File: src/rtl/xp_pkg.sv
package xp_pkg;

  typedef enum logic {RK_SYNC, RK_ASYNC} rst_kind_e;

  // word-group size (log2) of write port p, two bits per port
  function automatic int unsigned port_wl(logic [31:0] pack, int unsigned p);
    return 32'((pack >> (2 * p)) & 32'h3);
  endfunction

  function automatic int unsigned port_bits(logic [31:0] pack, int unsigned p, int unsigned dw);
    return dw << port_wl(pack, p);
  endfunction

  // bit offset of port p inside the packed write buses
  function automatic int unsigned port_off(logic [31:0] pack, int unsigned p, int unsigned dw);
    int unsigned s;
    s = 0;
    for (int unsigned q = 0; q < p; q++) s += port_bits(pack, q, dw);
    return s;
  endfunction

  function automatic int unsigned max_wl(logic [31:0] pack, int unsigned n);
    int unsigned m;
    m = 0;
    for (int unsigned q = 0; q < n; q++)
      if (port_wl(pack, q) > m) m = port_wl(pack, q);
    return m;
  endfunction

  // word address of slot idx inside the aligned group of 2^wl words
  function automatic int unsigned word_at(int unsigned addr, int unsigned wl, int unsigned idx);
    return ((addr >> wl) << wl) | idx;
  endfunction

endpackage

File: src/rtl/xp_lanes.sv
// Spreads every write port into uniform single-word lanes.
module xp_lanes #(
  parameter int unsigned DW    = 8,
  parameter int unsigned AW    = 4,
  parameter int unsigned NWR   = 2,
  parameter logic [31:0] WR_WL = 32'h8,
  localparam int unsigned WR_BITS = xp_pkg::port_off(WR_WL, NWR, DW),
  localparam int unsigned WMAX    = 1 << xp_pkg::max_wl(WR_WL, NWR),
  localparam int unsigned NLANE   = NWR * WMAX
) (
  input  logic [NWR*AW-1:0]   wr_addr,
  input  logic [WR_BITS-1:0]  wr_data,
  input  logic [WR_BITS-1:0]  wr_bmask,
  output logic [NLANE*AW-1:0] ln_addr,
  output logic [NLANE*DW-1:0] ln_data,
  output logic [NLANE*DW-1:0] ln_mask
);
  for (genvar p = 0; p < NWR; p++) begin : g_port
    localparam int unsigned PWL  = xp_pkg::port_wl(WR_WL, p);
    localparam int unsigned POFF = xp_pkg::port_off(WR_WL, p, DW);
    for (genvar w = 0; w < WMAX; w++) begin : g_word
      localparam int unsigned L = p * WMAX + w;
      if (w < (1 << PWL)) begin : g_on
        assign ln_addr[L*AW +: AW] = AW'(xp_pkg::word_at(32'(wr_addr[p*AW +: AW]), PWL, w));
        assign ln_data[L*DW +: DW] = wr_data[POFF + w*DW +: DW];
        assign ln_mask[L*DW +: DW] = wr_bmask[POFF + w*DW +: DW];
      end else begin : g_off
        assign ln_addr[L*AW +: AW] = '0;
        assign ln_data[L*DW +: DW] = '0;
        assign ln_mask[L*DW +: DW] = '0;
      end
    end
  end
endmodule

File: src/rtl/xp_store.sv
// Word array: lane writes in lane order, combinational group read.
module xp_store #(
  parameter int unsigned DW    = 8,
  parameter int unsigned AW    = 4,
  parameter int unsigned NLANE = 8,
  parameter int unsigned RD_WL = 1,
  localparam int unsigned DEPTH  = 1 << AW,
  localparam int unsigned RWORDS = 1 << RD_WL
) (
  input  logic                   clk,
  input  logic [NLANE*AW-1:0]    ln_addr,
  input  logic [NLANE*DW-1:0]    ln_data,
  input  logic [NLANE*DW-1:0]    ln_mask,
  input  logic [AW-1:0]          rd_addr,
  output logic [RWORDS*DW-1:0]   raw_q
);
  logic [DW-1:0] cell_q [DEPTH];

  // later lanes (higher port numbers) are assigned last and win
  always_ff @(posedge clk) begin
    for (int l = 0; l < NLANE; l++)
      for (int b = 0; b < DW; b++)
        if (ln_mask[l*DW + b])
          cell_q[ln_addr[l*AW +: AW]][b] <= ln_data[l*DW + b];
  end

  for (genvar r = 0; r < RWORDS; r++) begin : g_rd
    assign raw_q[r*DW +: DW] = cell_q[AW'(xp_pkg::word_at(32'(rd_addr), RD_WL, r))];
  end
endmodule

File: src/rtl/xp_merge.sv
// Bypass network: patches the fetched group with same-cycle write bits.
module xp_merge #(
  parameter int unsigned DW    = 8,
  parameter int unsigned AW    = 4,
  parameter int unsigned NWR   = 2,
  parameter int unsigned WMAX  = 4,
  parameter int unsigned RD_WL = 1,
  localparam int unsigned NLANE  = NWR * WMAX,
  localparam int unsigned RWORDS = 1 << RD_WL
) (
  input  logic [AW-1:0]          rd_addr,
  input  logic [RWORDS*DW-1:0]   raw_q,
  input  logic [NLANE*AW-1:0]    ln_addr,
  input  logic [NLANE*DW-1:0]    ln_data,
  input  logic [NLANE*DW-1:0]    ln_mask,
  output logic [RWORDS*DW-1:0]   merged,
  output logic [NWR*RWORDS-1:0]  lane_hit
);
  always_comb begin
    merged   = raw_q;
    lane_hit = '0;
    // port order is override order: a later port patches over an earlier one
    for (int p = 0; p < NWR; p++)
      for (int w = 0; w < WMAX; w++)
        for (int r = 0; r < RWORDS; r++)
          if (ln_addr[(p*WMAX + w)*AW +: AW] == AW'(xp_pkg::word_at(32'(rd_addr), RD_WL, r))
              && |ln_mask[(p*WMAX + w)*DW +: DW]) begin
            lane_hit[p*RWORDS + r] = 1'b1;
            merged[r*DW +: DW] = (merged[r*DW +: DW] & ~ln_mask[(p*WMAX + w)*DW +: DW])
                               | (ln_data[(p*WMAX + w)*DW +: DW] & ln_mask[(p*WMAX + w)*DW +: DW]);
          end
  end
endmodule

File: src/rtl/xp_oreg.sv
// Output register with enable, one reset (sync or async) and initial value.
module xp_oreg #(
  parameter int unsigned        W            = 16,
  parameter xp_pkg::rst_kind_e  RST_KIND     = xp_pkg::RK_SYNC,
  parameter bit                 CE_OVER_SRST = 1'b1,
  parameter logic [W-1:0]       INIT_VAL     = '0,
  parameter logic [W-1:0]       SRST_VAL     = '0,
  parameter logic [W-1:0]       ARST_VAL     = '0
) (
  input  logic         clk,
  input  logic         rst,
  input  logic         en,
  input  logic [W-1:0] d,
  output logic [W-1:0] q
);
  logic [W-1:0] q_r = INIT_VAL;

  if (RST_KIND == xp_pkg::RK_ASYNC) begin : g_async
    always_ff @(posedge clk or posedge rst) begin
      if (rst)     q_r <= ARST_VAL;
      else if (en) q_r <= d;
    end
  end else if (CE_OVER_SRST) begin : g_sync_gated
    always_ff @(posedge clk) begin
      if (en) q_r <= rst ? SRST_VAL : d;
    end
  end else begin : g_sync_free
    always_ff @(posedge clk) begin
      if (rst)     q_r <= SRST_VAL;
      else if (en) q_r <= d;
    end
  end

  assign q = q_r;
endmodule

File: src/rtl/xp_rdport.sv
module xp_rdport #(
  parameter int unsigned        DW           = 8,
  parameter int unsigned        AW           = 4,
  parameter int unsigned        NWR          = 2,
  parameter int unsigned        RD_WL        = 1,
  parameter logic [31:0]        WR_WL        = 32'h8,
  parameter bit                 TRANSPARENT  = 1'b1,
  parameter xp_pkg::rst_kind_e  RST_KIND     = xp_pkg::RK_SYNC,
  parameter bit                 CE_OVER_SRST = 1'b1,
  parameter logic [(DW<<RD_WL)-1:0] INIT_VAL = '0,
  parameter logic [(DW<<RD_WL)-1:0] SRST_VAL = '0,
  parameter logic [(DW<<RD_WL)-1:0] ARST_VAL = '0,
  localparam int unsigned RBITS   = DW << RD_WL,
  localparam int unsigned WR_BITS = xp_pkg::port_off(WR_WL, NWR, DW),
  localparam int unsigned WMAX    = 1 << xp_pkg::max_wl(WR_WL, NWR),
  localparam int unsigned NLANE   = NWR * WMAX
) (
  input  logic                 clk,
  input  logic                 rst,
  input  logic                 rd_en,
  input  logic [AW-1:0]        rd_addr,
  output logic [RBITS-1:0]     rd_data,
  input  logic [NWR*AW-1:0]    wr_addr,
  input  logic [WR_BITS-1:0]   wr_data,
  input  logic [WR_BITS-1:0]   wr_bmask
);
  logic [NLANE*AW-1:0] ln_addr;
  logic [NLANE*DW-1:0] ln_data;
  logic [NLANE*DW-1:0] ln_mask;
  logic [RBITS-1:0]    raw_q;
  logic [RBITS-1:0]    reg_d;

  xp_lanes #(.DW(DW), .AW(AW), .NWR(NWR), .WR_WL(WR_WL)) u_lanes (
    .wr_addr(wr_addr), .wr_data(wr_data), .wr_bmask(wr_bmask),
    .ln_addr(ln_addr), .ln_data(ln_data), .ln_mask(ln_mask)
  );

  xp_store #(.DW(DW), .AW(AW), .NLANE(NLANE), .RD_WL(RD_WL)) u_store (
    .clk(clk), .ln_addr(ln_addr), .ln_data(ln_data), .ln_mask(ln_mask),
    .rd_addr(rd_addr), .raw_q(raw_q)
  );

  if (TRANSPARENT) begin : g_bypass
    logic [NWR*(1<<RD_WL)-1:0] lane_hit;
    logic                      any_hit;

    xp_merge #(.DW(DW), .AW(AW), .NWR(NWR), .WMAX(WMAX), .RD_WL(RD_WL)) u_merge (
      .rd_addr(rd_addr), .raw_q(raw_q), .ln_addr(ln_addr), .ln_data(ln_data),
      .ln_mask(ln_mask), .merged(reg_d), .lane_hit(lane_hit)
    );
    assign any_hit = |lane_hit;

    AST_NEW_DATA: assert property (@(posedge clk) disable iff (rst)
      rd_en |=> rd_data == $past(reg_d));
    AST_QUIET_PASS: assert property (@(posedge clk) disable iff (rst)
      (rd_en && !any_hit) |-> reg_d == raw_q);
  end else begin : g_plain
    assign reg_d = raw_q;

    AST_OLD_DATA: assert property (@(posedge clk) disable iff (rst)
      rd_en |=> rd_data == $past(raw_q));
  end

  xp_oreg #(
    .W(RBITS), .RST_KIND(RST_KIND), .CE_OVER_SRST(CE_OVER_SRST),
    .INIT_VAL(INIT_VAL), .SRST_VAL(SRST_VAL), .ARST_VAL(ARST_VAL)
  ) u_oreg (
    .clk(clk), .rst(rst), .en(rd_en), .d(reg_d), .q(rd_data)
  );

  AST_HOLD_IDLE: assert property (@(posedge clk) disable iff (rst)
    !rd_en |=> $stable(rd_data));
endmodule

File: config.mk
export PLATFORM = sky130hd
export DESIGN_NAME = xp_rdport
export DESIGN_NICKNAME = d
export VERILOG_FILES = /design/src/rtl/xp_pkg.sv /design/src/rtl/xp_lanes.sv /design/src/rtl/xp_store.sv /design/src/rtl/xp_merge.sv /design/src/rtl/xp_oreg.sv /design/src/rtl/xp_rdport.sv
export SDC_FILE = /design/constraint.sdc
export NUM_CORES = 1
export LEC_CHECK = 0
export ABC_AREA = 1
export ABC_CLOCK_PERIOD_IN_PS = 1400
export BUFFER_PORTS_ARGS = -buffer_cell sky130_fd_sc_hd__buf_2
export CORE_UTILIZATION = 50
export DETAILED_ROUTE_END_ITERATION = 10
export PLACE_DENSITY = 0.73
export SLEW_MARGIN = 20
export SYNTH_ARGS = -nofsm -noshare
export SYNTH_HDL_FRONTEND = slang
export SYNTH_SLANG_ARGS = --single-unit
File: constraint.sdc
create_clock -name clk -period 1.4 [get_ports clk]
set_input_delay 0 -clock clk [delete_from_list [all_inputs] [get_ports clk]]
set_output_delay 0 -clock clk [all_outputs]
set_load 0.01 [all_outputs]
==> results.md, run 1 <==
| Quantity | Value |
|:---|:---|
| Run status | finished clean |
| Ranking of synthesized cells by area | sky130_fd_sc_hd__edfxtp_1 (46%), sky130_fd_sc_hd__nand2_1 (20%), sky130_fd_sc_hd__o21ai_0 (14%) |
| HPWL reported at the end of detailed placement | 24200 µm |
| GR Overflow Total | 0 |
| Type of destination of the critical path | flip-flop |
| RSZ-0062 raised after global routing | no |
| PnR Total Power | 12.7 mW |
| Initial Util | 51.8% |
| Post-synth design cell area | 9470 µm² |
| Highest net fanout along the worst path | 1 |
| Most instantiated flip-flop cell in the synthesis netlist | sky130_fd_sc_hd__edfxtp_1 |
| R2r setup slk | 0.12 ns |
| Dominant combinational cell family by area after synthesis | simple AND/OR/NAND/NOR gates |
| Syn Area/Cell | 7.14 µm² |
| Max-cap check violation count | 0 |
| Tightest Pin Transition | 0.664 ns |
| Synth Area in Simple Gates | 32.0% |
| Number of failing hold endpoints at the final stage | 0 |
| Relative slew slack | 55.8% |
| Drt initial violations | 1592 |
| Number of cells in the design after placement | 1730 |
| Global placement routability congestion | 1.01 |
| CTS tree | built |
| TritonCTS buffer count | 17 |
| Hold Path Origin | wr_data[15] |
| Vertical die dimension | 140 µm |
| Endpoint of the lowest-slack register-to-register path | u_oreg.q[3]$_SDFFCE_PP0P_ |
| Area of the die | 19500 µm² |
| Die Width | 140 µm |
| CP dominant cell by count | sky130_fd_sc_hd__nand2_1 |
| R2R depth | 8 |
| Clock root buffer | sky130_fd_sc_hd__clkbuf_16 |
| Clock-pin slew on the worst setup and hold paths | 0.06 ns |
| Number of antenna violations at the first check in global routing | 1 |
| Core region area | 18300 µm² |
| Maximum number of pins on one net before global-route repair | 33 |
| Number of library cell types mapped by synthesis | 24 |
| Fraction of the core area covered by cells at the end of the flow | 66.0% |
| Fillers | 1607 |
| Number of vias in the routed layout | 10.7k |
| Insertion delay to the later sink of the worst-skew pair | 0.44 ns |
| Drt total wl | 35600 µm |
| Number of clock sinks | 144 |
| Layout cells sized above 1 | 19.3% |
| First-pass GRT wire length | 53800 µm |
| Worst Hold Path EP | u_store.cell_q[8][7]$_DFFE_PP_ |
| Total of warnings raised by yosys | 0 |
| Top achievable clock speed | 782 MHz |
| Area share of the largest cell type after synthesis | 45.6% |
| Reported leakage power | 5.40 nW |
| Antenna viol nets, final | 0 |
| Path category of the worst min-delay check | input port to flip-flop |
| WL met1 | 12600 µm |
| Critical Path RT | 1.57 ns |
| Share of the yosys chip area belonging to registers | 45.6% |
| Net count after synthesis | 1422 |
| Average wire per standard cell | 19.9 µm |
| Crit start category | flip-flop |
| Count of standard-cell rows | 49 |
| Dpl ws | -0.135 ns |
| Complex-gate fraction of the synthesized area | 15.2% |
| Initial DRT Pass Iterations | 6 |
| Ordered list of cells on the worst path | nand2_1 > nand3_1 > nand2_1 > nand2_1 > nand3_1 > nand3_1 > nand2_1 > a21oi_1 |
| Number of buffers on the longest clock path | 2 |
| Crit path max-delay cell type | sky130_fd_sc_hd__edfxtp_1 |
| Max-slew violation total from the final report | 0 |
| I/O pin cnt | 111 |
| Slowest cell delay on critical path | 0.37 ns |
| Metal2 WL | 15900 µm |
| Post-route fraction of the period consumed by the critical path | 91.3% |
| Total setup violations reported at the end of the flow | 0 |
| Vias in the first global route | 9739 |
| Maximum vdd drop | 0.000940 V |
| Post-layout minimum cycle time | 1.28 ns |
| Start-to-end type of the worst setup path | flip-flop to flip-flop |
| Adder-cell share of the synthesized area | 0% |
| Parity-gate share of the synthesized area counting xor and xnor cells | 0.172% |
| Post-CTS setup-driven buffer insertion count | 0 |
| Detailed-route vias per instance | 5.97 |
| Worst Setup Slack, final | 0.122 ns |
| Htree depth | 4 |
| Synth-to-Final Area Change | 27.3% |
| Number of flip-flops and latches in the synthesized netlist | 144 |
| Reg-to-reg critical path startpoint | u_store.cell_q[10][3]$_DFFE_PP_ |
| # port buffers | 107 |
| Number of nets in the layout | 1643 |
| Clock Skews | 0.00665 ns |
| Post-synth EDFFs | 144 |
| Startpoint of the worst setup timing path | u_store.cell_q[10][3]$_DFFE_PP_ |
| Arrival time worst endpoint | 1.45 ns |
| Post-synthesis cell count | 1327 |
| Power per cell area | 1060 nW/µm² |
| Number of cells on the worst hold path | 3 |
| All-Layer GR Usage | 37.0% |
| # DRC | 0 |
| Detail Route met3 WL | 4660 µm |
| Multiplexer area fraction after synthesis | 0% |
| Leading cell type by number of instances after synthesis | sky130_fd_sc_hd__nand2_1 |
| Top cells by count, synth | sky130_fd_sc_hd__nand2_1 (515), sky130_fd_sc_hd__o21ai_0 (256), sky130_fd_sc_hd__edfxtp_1 (144) |
| Final std cells w/o fill | 1791 |
| Post-synth top area cell | sky130_fd_sc_hd__edfxtp_1 |
| Ys async rst share | 0% |
| Smallest hold slack | 0.00572 ns |
| Top Layer Used | met4 |
where the power goes:
group,leakage [nW],internal (mW),switching (mW)
sequential,1.33,5.11,0.0839
combinational,3.75,0.835,1.47
clock,0.312,3.34,1.90
total,5.40,9.28,3.45
per-stage QoR:
step,area [µm²],TNS [ns]
after floorplan,9470,0
after global placement,11100,-0.453
after detailed placement,11100,-1.22
after CTS,12000,0
after global routing,12100,0
final,12100,0
layout by cell type (no fill, tap or decap):
cell type                         n
sky130_fd_sc_hd__nand2_1        515
sky130_fd_sc_hd__o21ai_0        256
sky130_fd_sc_hd__edfxtp_1       144
sky130_fd_sc_hd__buf_4          128
sky130_fd_sc_hd__nand3_1        121
sky130_fd_sc_hd__buf_2          107
sky130_fd_sc_hd__inv_1           80
sky130_fd_sc_hd__nor2_1          63
sky130_fd_sc_hd__dlygate4sd3_1   28
sky130_fd_sc_hd__nand4_1         20
sky130_fd_sc_hd__clkbuf_16       17
sky130_fd_sc_hd__o21ai_1         12
sky130_fd_sc_hd__a21oi_1         12
sky130_fd_sc_hd__buf_12           8
sky130_fd_sc_hd__inv_2            7
sky130_fd_sc_hd__nand2_2          6
sky130_fd_sc_hd__clkinv_1         6
sky130_fd_sc_hd__bufinv_16        6
sky130_fd_sc_hd__a21oi_2          4
sky130_fd_sc_hd__nand3_2          3
sky130_fd_sc_hd__nor2_2           3
sky130_fd_sc_hd__clkinvlp_4       3
sky130_fd_sc_hd__nor2_4           2
sky130_fd_sc_hd__and2_1           2
sky130_fd_sc_hd__and2_4           2
sky130_fd_sc_hd__inv_6            2
sky130_fd_sc_hd__diode_2          1
sky130_fd_sc_hd__inv_4            1
sky130_fd_sc_hd__xor2_2           1
sky130_fd_sc_hd__clkbuf_1         1
sky130_fd_sc_hd__clkinv_4         1
area by class of cell:
type	instances	area (µm²)	share of cell area [%]
inverter	92	348	2.89
sequential	144	4320	35.9
timing repair buffer	271	1940	16.1
clock inverter	14	236	1.96
multi-input combinational	1022	4490	37.3
tap	229	287	2.38
antenna	1	2.50	0.0208
clock buffer	18	429	3.56
critical path: cells and delay by family (launching register included):
family             cells  cell delay (ns)
DFF                    1             0.37
and+or+nand+nor        7             0.57
AOI/OAI and AO/OA      1             0.06
cells by family (layout without fill, tap and decap cells):
family                    after synthesis  count (layout)
AOI/OAI and AO/OA                     284             284
xor gates and xnor gates                1               1
buffers and inverters                 161             395
DFF                                   144             144
other                                   0               1
and+or+nand+nor                       737             737
layer usage:
layer / global-route usage (%) / vias up
met5: 0 / -
met4: 24.5 / 0
met3: 8.02 / 165
met2: 57.0 / 815
met1: 47.2 / 4802
li1: - / 4911
state kept, by name, summed over array words and instances (netlist names):
signal / count
u_oreg.q: 16
u_store.cell_q: 128
worst max-delay path by stage:
stage	endpoint	slack, ns
floorplan	u_oreg.q[10]$_SDFFCE_PP0P_	0.1
global placement	u_oreg.q[4]$_SDFFCE_PP0P_	-0.08
detailed placement	u_oreg.q[4]$_SDFFCE_PP0P_	-0.14
CTS	u_oreg.q[0]$_SDFFCE_PP0P_	0.13
global route	u_oreg.q[0]$_SDFFCE_PP0P_	0.03
finish	u_oreg.q[3]$_SDFFCE_PP0P_	0.12
timing repair:
action | 4_1_cts | 5_1_grt
setup endpoints to repair | 0 | 1
resized for setup | 0 | 1
endpoints found under the hold margin | 77 | 0
hold buffers | 28 | 0
No activity file was read; power rests on OpenSTA's default activity.
==> run 2: changes to the inputs <==
- ABC_CLOCK_PERIOD_IN_PS: 1400 -> 1480
- PLACE_DENSITY: 0.73 -> 0.7
- clock period: 1.4 -> 1.48 ns (I/O delays scaled with it)
==> results.md, run 2 (synthesis results as in run 1) <==
| Quantity | Value | Change |
|:---|:---|:---|
| Run status | finished clean | unchanged |
| Number of cells on the worst hold path | 3 | unchanged |
| Number of clock sinks | 144 | unchanged |
| CTS tree | built | unchanged |
| Smallest hold slack | 0.00518 ns | was 0.00572 ns |
| R2r setup slk | 0.19 ns | was 0.12 ns |
| Reg-to-reg critical path startpoint | u_store.cell_q[7][3]$_DFFE_PP_ | was u_store.cell_q[10][3]$_DFFE_PP_ |
| Initial Util | 51.8% | unchanged |
| Fillers | 1607 | unchanged |
| Number of failing hold endpoints at the final stage | 0 | unchanged |
| Core region area | 18300 µm² | unchanged |
| Tightest Pin Transition | 0.569 ns | was 0.664 ns |
| Commonest non-fill, non-tap cell in the layout | sky130_fd_sc_hd__nand2_1 | unchanged |
| TritonCTS buffer count | 17 | unchanged |
| Power per cell area | 1010 nW/µm² | was 1060 nW/µm² |
| Drt initial violations | 1519 | was 1592 |
| Average wire per standard cell | 20.2 µm | was 19.9 µm |
| Leading cell types in the layout, fill and taps excluded | sky130_fd_sc_hd__nand2_1 (515), sky130_fd_sc_hd__o21ai_0 (256), sky130_fd_sc_hd__edfxtp_1 (144) | unchanged |
| Clock Skews | 0.00807 ns | was 0.00665 ns |
| Detailed-route vias per instance | 5.96 | was 5.97 |
| Worst Hold Path EP | u_store.cell_q[7][6]$_DFFE_PP_ | was u_store.cell_q[8][7]$_DFFE_PP_ |
| GR Overflow Total | 0 | unchanged |
| Number of vias in the routed layout | 10.5k | was 10.7k |
| Path category of the worst min-delay check | input port to flip-flop | unchanged |
| Number of nets in the layout | 1616 | was 1643 |
| Global placement routability congestion | 0.942 | was 1.01 |
| Met1 routing resource usage after global routing | 48.7% | was 47.2% |
| RSZ-0062 raised after global routing | no | unchanged |
| Critical Path RT | 1.65 ns | was 1.57 ns |
| Antenna viol nets, final | 0 | unchanged |
| Die Width | 140 µm | unchanged |
| I/O pin cnt | 111 | unchanged |
| Clock root buffer | sky130_fd_sc_hd__clkbuf_16 | unchanged |
| Arrival time worst endpoint | 1.45 ns | about the same |
| Post-route fraction of the period consumed by the critical path | 86.8% | was 91.3% |
| Initial DRT Pass Iterations | 6 | unchanged |
| Hold Path Origin | wr_data[38] | was wr_data[15] |
| Htree depth | 4 | unchanged |
| Post-layout minimum cycle time | 1.29 ns | was 1.28 ns |
| Count of standard-cell rows | 49 | unchanged |
| Fraction of met2 tracks used by global routing | 57.1% | was 57.0% |
| Maximum number of pins on one net before global-route repair | 41 | was 33 |
| Max-cap check violation count | 0 | unchanged |
| Resize count post-CTS | 0 | unchanged |
| Synth-to-Final Area Change | 25.6% | was 27.3% |
| Vias in the first global route | 9580 | was 9739 |
| Clock-pin slew on the worst setup and hold paths | 0.06 ns | about the same |
| Top achievable clock speed | 778 MHz | was 782 MHz |
| Area of the die | 19500 µm² | unchanged |
| Maximum vdd drop | 0.000928 V | was 0.000940 V |
| Startpoint of the worst setup timing path | u_store.cell_q[7][3]$_DFFE_PP_ | was u_store.cell_q[10][3]$_DFFE_PP_ |
| Total setup violations reported at the end of the flow | 0 | unchanged |
| Reported leakage power | 5.30 nW | was 5.40 nW |
| Max FFs per register | 128 | unchanged |
| HPWL reported at the end of detailed placement | 24000 µm | was 24200 µm |
| Busiest layer in global routing | met2 | unchanged |
| Highest net fanout along the worst path | 1 | unchanged |
| Type of destination of the critical path | flip-flop | unchanged |
| Max-slew violation total from the final report | 0 | unchanged |
| Start-to-end type of the worst setup path | flip-flop to flip-flop | unchanged |
| Layout cells sized above 1 | 17.9% | was 19.3% |
| Relative slew slack | 62.0% | was 55.8% |
| # DRC | 0 | unchanged |
| Crit start category | flip-flop | unchanged |
| Number of buffers on the longest clock path | 2 | unchanged |
| All-Layer GR Usage | 37.0% | about the same |
| First-pass GRT wire length | 53900 µm | was 53800 µm |
| Number of antenna violations at the first check in global routing | 0 | was 1 |
| Endpoint of the lowest-slack register-to-register path | u_oreg.q[11]$_SDFFCE_PP0P_ | was u_oreg.q[3]$_SDFFCE_PP0P_ |
| Met3 usage | 7.50% | was 8.02% |
| Insertion delay to the later sink of the worst-skew pair | 0.44 ns | about the same |
| R2R depth | 8 | unchanged |
| # port buffers | 107 | unchanged |
| Drt total wl | 35600 µm | about the same |
| Fraction of the core area covered by cells at the end of the flow | 65.1% | was 66.0% |
| Vertical die dimension | 140 µm | unchanged |
run 2: worst max path at each step:
stage | to | slack [ns] | cells after the start
finish | u_oreg.q[11]$_SDFFCE_PP0P_ | 0.19 | 8
detailed placement | u_oreg.q[12]$_SDFFCE_PP0P_ | -0.06 | 12
CTS | u_oreg.q[11]$_SDFFCE_PP0P_ | 0.21 | 8
global placement | u_oreg.q[13]$_SDFFCE_PP0P_ | -0.02 | 12
global route | u_oreg.q[8]$_SDFFCE_PP0P_ | 0.09 | 8
floorplan | u_oreg.q[10]$_SDFFCE_PP0P_ | 0.18 | 11
run 2: power breakdown:
part	leakage [nW]	internal, mW	switching [mW]
Sequential	1.33	4.83	0.0845
Clock	0.317	3.15	1.83
Combinational	3.65	0.762	1.38
Total	5.30	8.75	3.29
run 2: through the flow:
stage | TNS, ns | setup WS [ns] | instance area, µm² | std cells | power, mW
after detailed placement | -0.184 | -0.0586 | 11000 | 1704 | 7.02
after global routing | 0 | 0.0889 | 11900 | 1762 | 12.3
after CTS | 0 | 0.213 | 11900 | 1762 | 11.9
after global placement | -0.0472 | -0.0191 | 11000 | 1704 | 6.96
final | 0 | 0.195 | 11900 | 1763 | 12.0
after floorplan | 0 | 0.178 | 9470 | 1327 | 6.08
run 2: layout make-up:
class,instances,area [µm²],area share [%]
Multi-Input combinational cell,1022,4490,37.7
Sequential cell,144,4320,36.4
Timing Repair Buffer,244,1780,15.0
Clock buffer,17,425,3.58
Inverter,92,348,2.92
Tap cell,229,287,2.41
Clock inverter,14,239,2.01
Antenna cell,1,2.50,0.0210
run 2: per-layer routing:
metal | share of wire, % | vias up | wire length, µm
met4 | 5.3 | 0 | 1870
met5 | 0 | - | 0
met1 | 37 | 4742 | 13300
met2 | 44 | 775 | 15800
met3 | 13 | 132 | 4720
li1 | - | 4855 | -
run 2: worst max-delay path, cell delays in order (launching register included):
cell,delay [ns]
sky130_fd_sc_hd__edfxtp_1,0.36
sky130_fd_sc_hd__inv_1,0.10
sky130_fd_sc_hd__nand2_1,0.06
sky130_fd_sc_hd__nand3_1,0.08
sky130_fd_sc_hd__nand3_1,0.10
sky130_fd_sc_hd__nand3_1,0.10
sky130_fd_sc_hd__nand3_1,0.08
sky130_fd_sc_hd__nand2_1,0.09
sky130_fd_sc_hd__a21oi_2,0.06
run 2: what timing repair did:
action	4_1_cts	5_1_grt
hold buffers	27	0
setup buffers	0	0
hold endpoints to repair	90	0
setup endpoints to repair	0	0
==> run 3: changes to the inputs <==
- ABC_CLOCK_PERIOD_IN_PS: 1480 -> 1580
- clock period: 1.48 -> 1.58 ns (I/O delays scaled with it)
==> results.md, run 3 (synthesis results as in run 1) <==
| Quantity | Value | Change |
|:---|:---|:---|
| Post-layout minimum cycle time | 1.30 ns | was 1.29 ns |
| Htree depth | 4 | unchanged |
| Max FFs per register | 128 | unchanged |
| Number of failing hold endpoints at the final stage | 0 | unchanged |
| Maximum number of pins on one net before global-route repair | 65 | was 41 |
| Power per cell area | 945 nW/µm² | was 1010 nW/µm² |
| Hold Path Origin | wr_bmask[26] | was wr_data[38] |
| Top achievable clock speed | 767 MHz | was 778 MHz |
| RSZ-0062 raised after global routing | no | unchanged |
| Max-cap check violation count | 0 | unchanged |
| Number of vias in the routed layout | 10.3k | was 10.5k |
| Vias in the first global route | 9434 | was 9580 |
| Tightest Pin Transition | 0.684 ns | was 0.569 ns |
| Initial Util | 51.8% | unchanged |
| Run status | finished clean | unchanged |
| Clock root buffer | sky130_fd_sc_hd__clkbuf_16 | unchanged |
| Number of nets in the layout | 1586 | was 1616 |
| Top Layer Used | met4 | unchanged |
| Die Width | 140 µm | unchanged |
| Clock share of power | 40.3% | was 41.4% |
| Reported leakage power | 5.12 nW | was 5.30 nW |
| Drt total wl | 35300 µm | was 35600 µm |
| Average wire per standard cell | 20.3 µm | was 20.2 µm |
| Post-CTS setup-driven buffer insertion count | 0 | unchanged |
| Area of the die | 19500 µm² | unchanged |
| Worst Hold Path EP | u_store.cell_q[2][2]$_DFFE_PP_ | was u_store.cell_q[7][6]$_DFFE_PP_ |
| Relative slew slack | 54.4% | was 62.0% |
| Reg-to-reg critical path startpoint | u_store.cell_q[6][0]$_DFFE_PP_ | was u_store.cell_q[7][3]$_DFFE_PP_ |
| Start-to-end type of the worst setup path | flip-flop to flip-flop | unchanged |
| Clock Skews | 0.00885 ns | was 0.00807 ns |
| Type of destination of the critical path | flip-flop | unchanged |
| First-pass GRT wire length | 52800 µm | was 53900 µm |
| All-Layer GR Usage | 36.4% | was 37.0% |
| Number of cells on the worst hold path | 4 | was 3 |
| Drt initial violations | 1338 | was 1519 |
| Resize count post-CTS | 0 | unchanged |
| Path category of the worst min-delay check | input port to flip-flop | unchanged |
| Layout cells sized above 1 | 16.1% | was 17.9% |
| # DRC | 0 | unchanged |
| Fraction of power consumed by sequential logic | 42.0% | was 40.8% |
| Detail Route met3 WL | 4770 µm | was 4720 µm |
| Clock-pin slew on the worst setup and hold paths | 0.06 ns | about the same |
| R2r setup slk | 0.28 ns | was 0.19 ns |
| Global placement routability congestion | 0.912 | was 0.942 |
| Detailed-route vias per instance | 5.95 | was 5.96 |
| Maximum vdd drop | 0.000820 V | was 0.000928 V |
| Internal power summed over all cells | 7.95 mW | was 8.75 mW |
| Endpoint of the lowest-slack register-to-register path | u_oreg.q[0]$_SDFFCE_PP0P_ | was u_oreg.q[11]$_SDFFCE_PP0P_ |
| Crit start category | flip-flop | unchanged |
| # port buffers | 107 | unchanged |
| Antenna viol nets, final | 0 | unchanged |
| Total setup violations reported at the end of the flow | 0 | unchanged |
| WL met1 | 12900 µm | was 13300 µm |
| Reported net switching power | 2.99 mW | was 3.29 mW |
| Max-slew violation total from the final report | 0 | unchanged |
| Net switching fraction of the power | 27.3% | about the same |
| PnR Total Power | 10.9 mW | was 12.0 mW |
| Combinational share of power | 17.6% | was 17.8% |
| Critical Path RT | 1.74 ns | was 1.65 ns |
| CTS tree | built | unchanged |
| GR Overflow Total | 0 | unchanged |
| Arrival time worst endpoint | 1.46 ns | was 1.45 ns |
| Post-route fraction of the period consumed by the critical path | 82.5% | was 86.8% |
| Vertical die dimension | 140 µm | unchanged |
| Leading cell types in the layout, fill and taps excluded | sky130_fd_sc_hd__nand2_1 (515), sky130_fd_sc_hd__o21ai_0 (256), sky130_fd_sc_hd__edfxtp_1 (144) | unchanged |
| Count of standard-cell rows | 49 | unchanged |
| Number of buffers on the longest clock path | 2 | unchanged |
| Initial DRT Pass Iterations | 6 | unchanged |
| TritonCTS buffer count | 17 | unchanged |
| Number of clock sinks | 144 | unchanged |
| Highest net fanout along the worst path | 1 | unchanged |
| Cts hold-fix bufs | 26 | was 27 |
| R2R depth | 8 | unchanged |
| HPWL reported at the end of detailed placement | 22800 µm | was 24000 µm |
| Setup TNS | 0 ns | unchanged |
| Number of antenna violations at the first check in global routing | 0 | unchanged |
| Metal2 WL | 15700 µm | was 15800 µm |
| Insertion delay to the later sink of the worst-skew pair | 0.44 ns | about the same |
| I/O pin cnt | 111 | unchanged |
| Commonest non-fill, non-tap cell in the layout | sky130_fd_sc_hd__nand2_1 | unchanged |
| Core region area | 18300 µm² | unchanged |
| Synth-to-Final Area Change | 22.2% | was 25.6% |
run 3: how the worst max path moves through the flow:
stage,start,end,slack (ns),depth (start not counted)
global route,u_store.cell_q[5][0]$_DFFE_PP_,u_oreg.q[8]$_SDFFCE_PP0P_,0.20,8
floorplan,rd_addr[3],u_oreg.q[10]$_SDFFCE_PP0P_,0.28,11
finish,u_store.cell_q[6][0]$_DFFE_PP_,u_oreg.q[0]$_SDFFCE_PP0P_,0.28,8
CTS,u_store.cell_q[6][0]$_DFFE_PP_,u_oreg.q[0]$_SDFFCE_PP0P_,0.28,8
detailed placement,rd_addr[1],u_oreg.q[0]$_SDFFCE_PP0P_,0.04,11
global placement,rd_addr[1],u_oreg.q[7]$_SDFFCE_PP0P_,0.08,11
run 3: power by group through the flow:
| stage | registers (mW) | clock network (mW) | logic (mW) |
|---|---|---|---|
| 6_report | 4.60 | 4.41 | 1.93 |
| 5_1_grt | 4.62 | 4.53 | 2.11 |
| 4_1_cts | 4.60 | 4.38 | 1.88 |
| 3_5_place_dp | 4.68 | 0 | 1.82 |
| 3_3_place_gp | 4.67 | 0 | 1.78 |
| 2_1_floorplan | 4.67 | 0 | 1.02 |
run 3: layout make-up:
| type | instances | area, µm² |
|---|---|---|
| antenna | 1 | 2.50 |
| clock buffer | 18 | 429 |
| clock inverter | 14 | 195 |
| fill | 1638 | 6690 |
| inverter | 92 | 348 |
| multi-input combinational | 1022 | 4490 |
| sequential | 144 | 4320 |
| tap | 229 | 287 |
| timing repair buffer | 214 | 1510 |
run 3: stage by stage:
stage	util [%]	instance area, µm²	setup slack, ns	hold slack (ns)	instances
global placement	58.5	10700	0.0800	0.402	1674
detailed placement	58.5	10700	0.0382	0.410	1674
global route	63.4	11600	0.196	0.0267	1733
floorplan	-	9470	0.278	0.112	1327
CTS	63.3	11600	0.281	0.00249	1732
finish	63.4	11600	0.276	0.00861	1734
run 3: metal layers:
| metal | vias up | track usage (%) |
|---|---|---|
| li1 | 4797 | - |
| met1 | 4619 | 46.7 |
| met2 | 781 | 56.2 |
| met3 | 126 | 8.71 |
| met4 | 0 | 21.5 |
| met5 | - | 0 |
run 3: critical path, stage by stage, from the launching register on:
cell and delay (ns):
sky130_fd_sc_hd__edfxtp_1 0.36, sky130_fd_sc_hd__inv_1 0.06, sky130_fd_sc_hd__nand2_1 0.04, sky130_fd_sc_hd__nand3_1 0.09, sky130_fd_sc_hd__nand3_1 0.09, sky130_fd_sc_hd__nand3_1 0.13, sky130_fd_sc_hd__nand3_1 0.10, sky130_fd_sc_hd__nand2_1 0.09
sky130_fd_sc_hd__a21oi_1 0.07
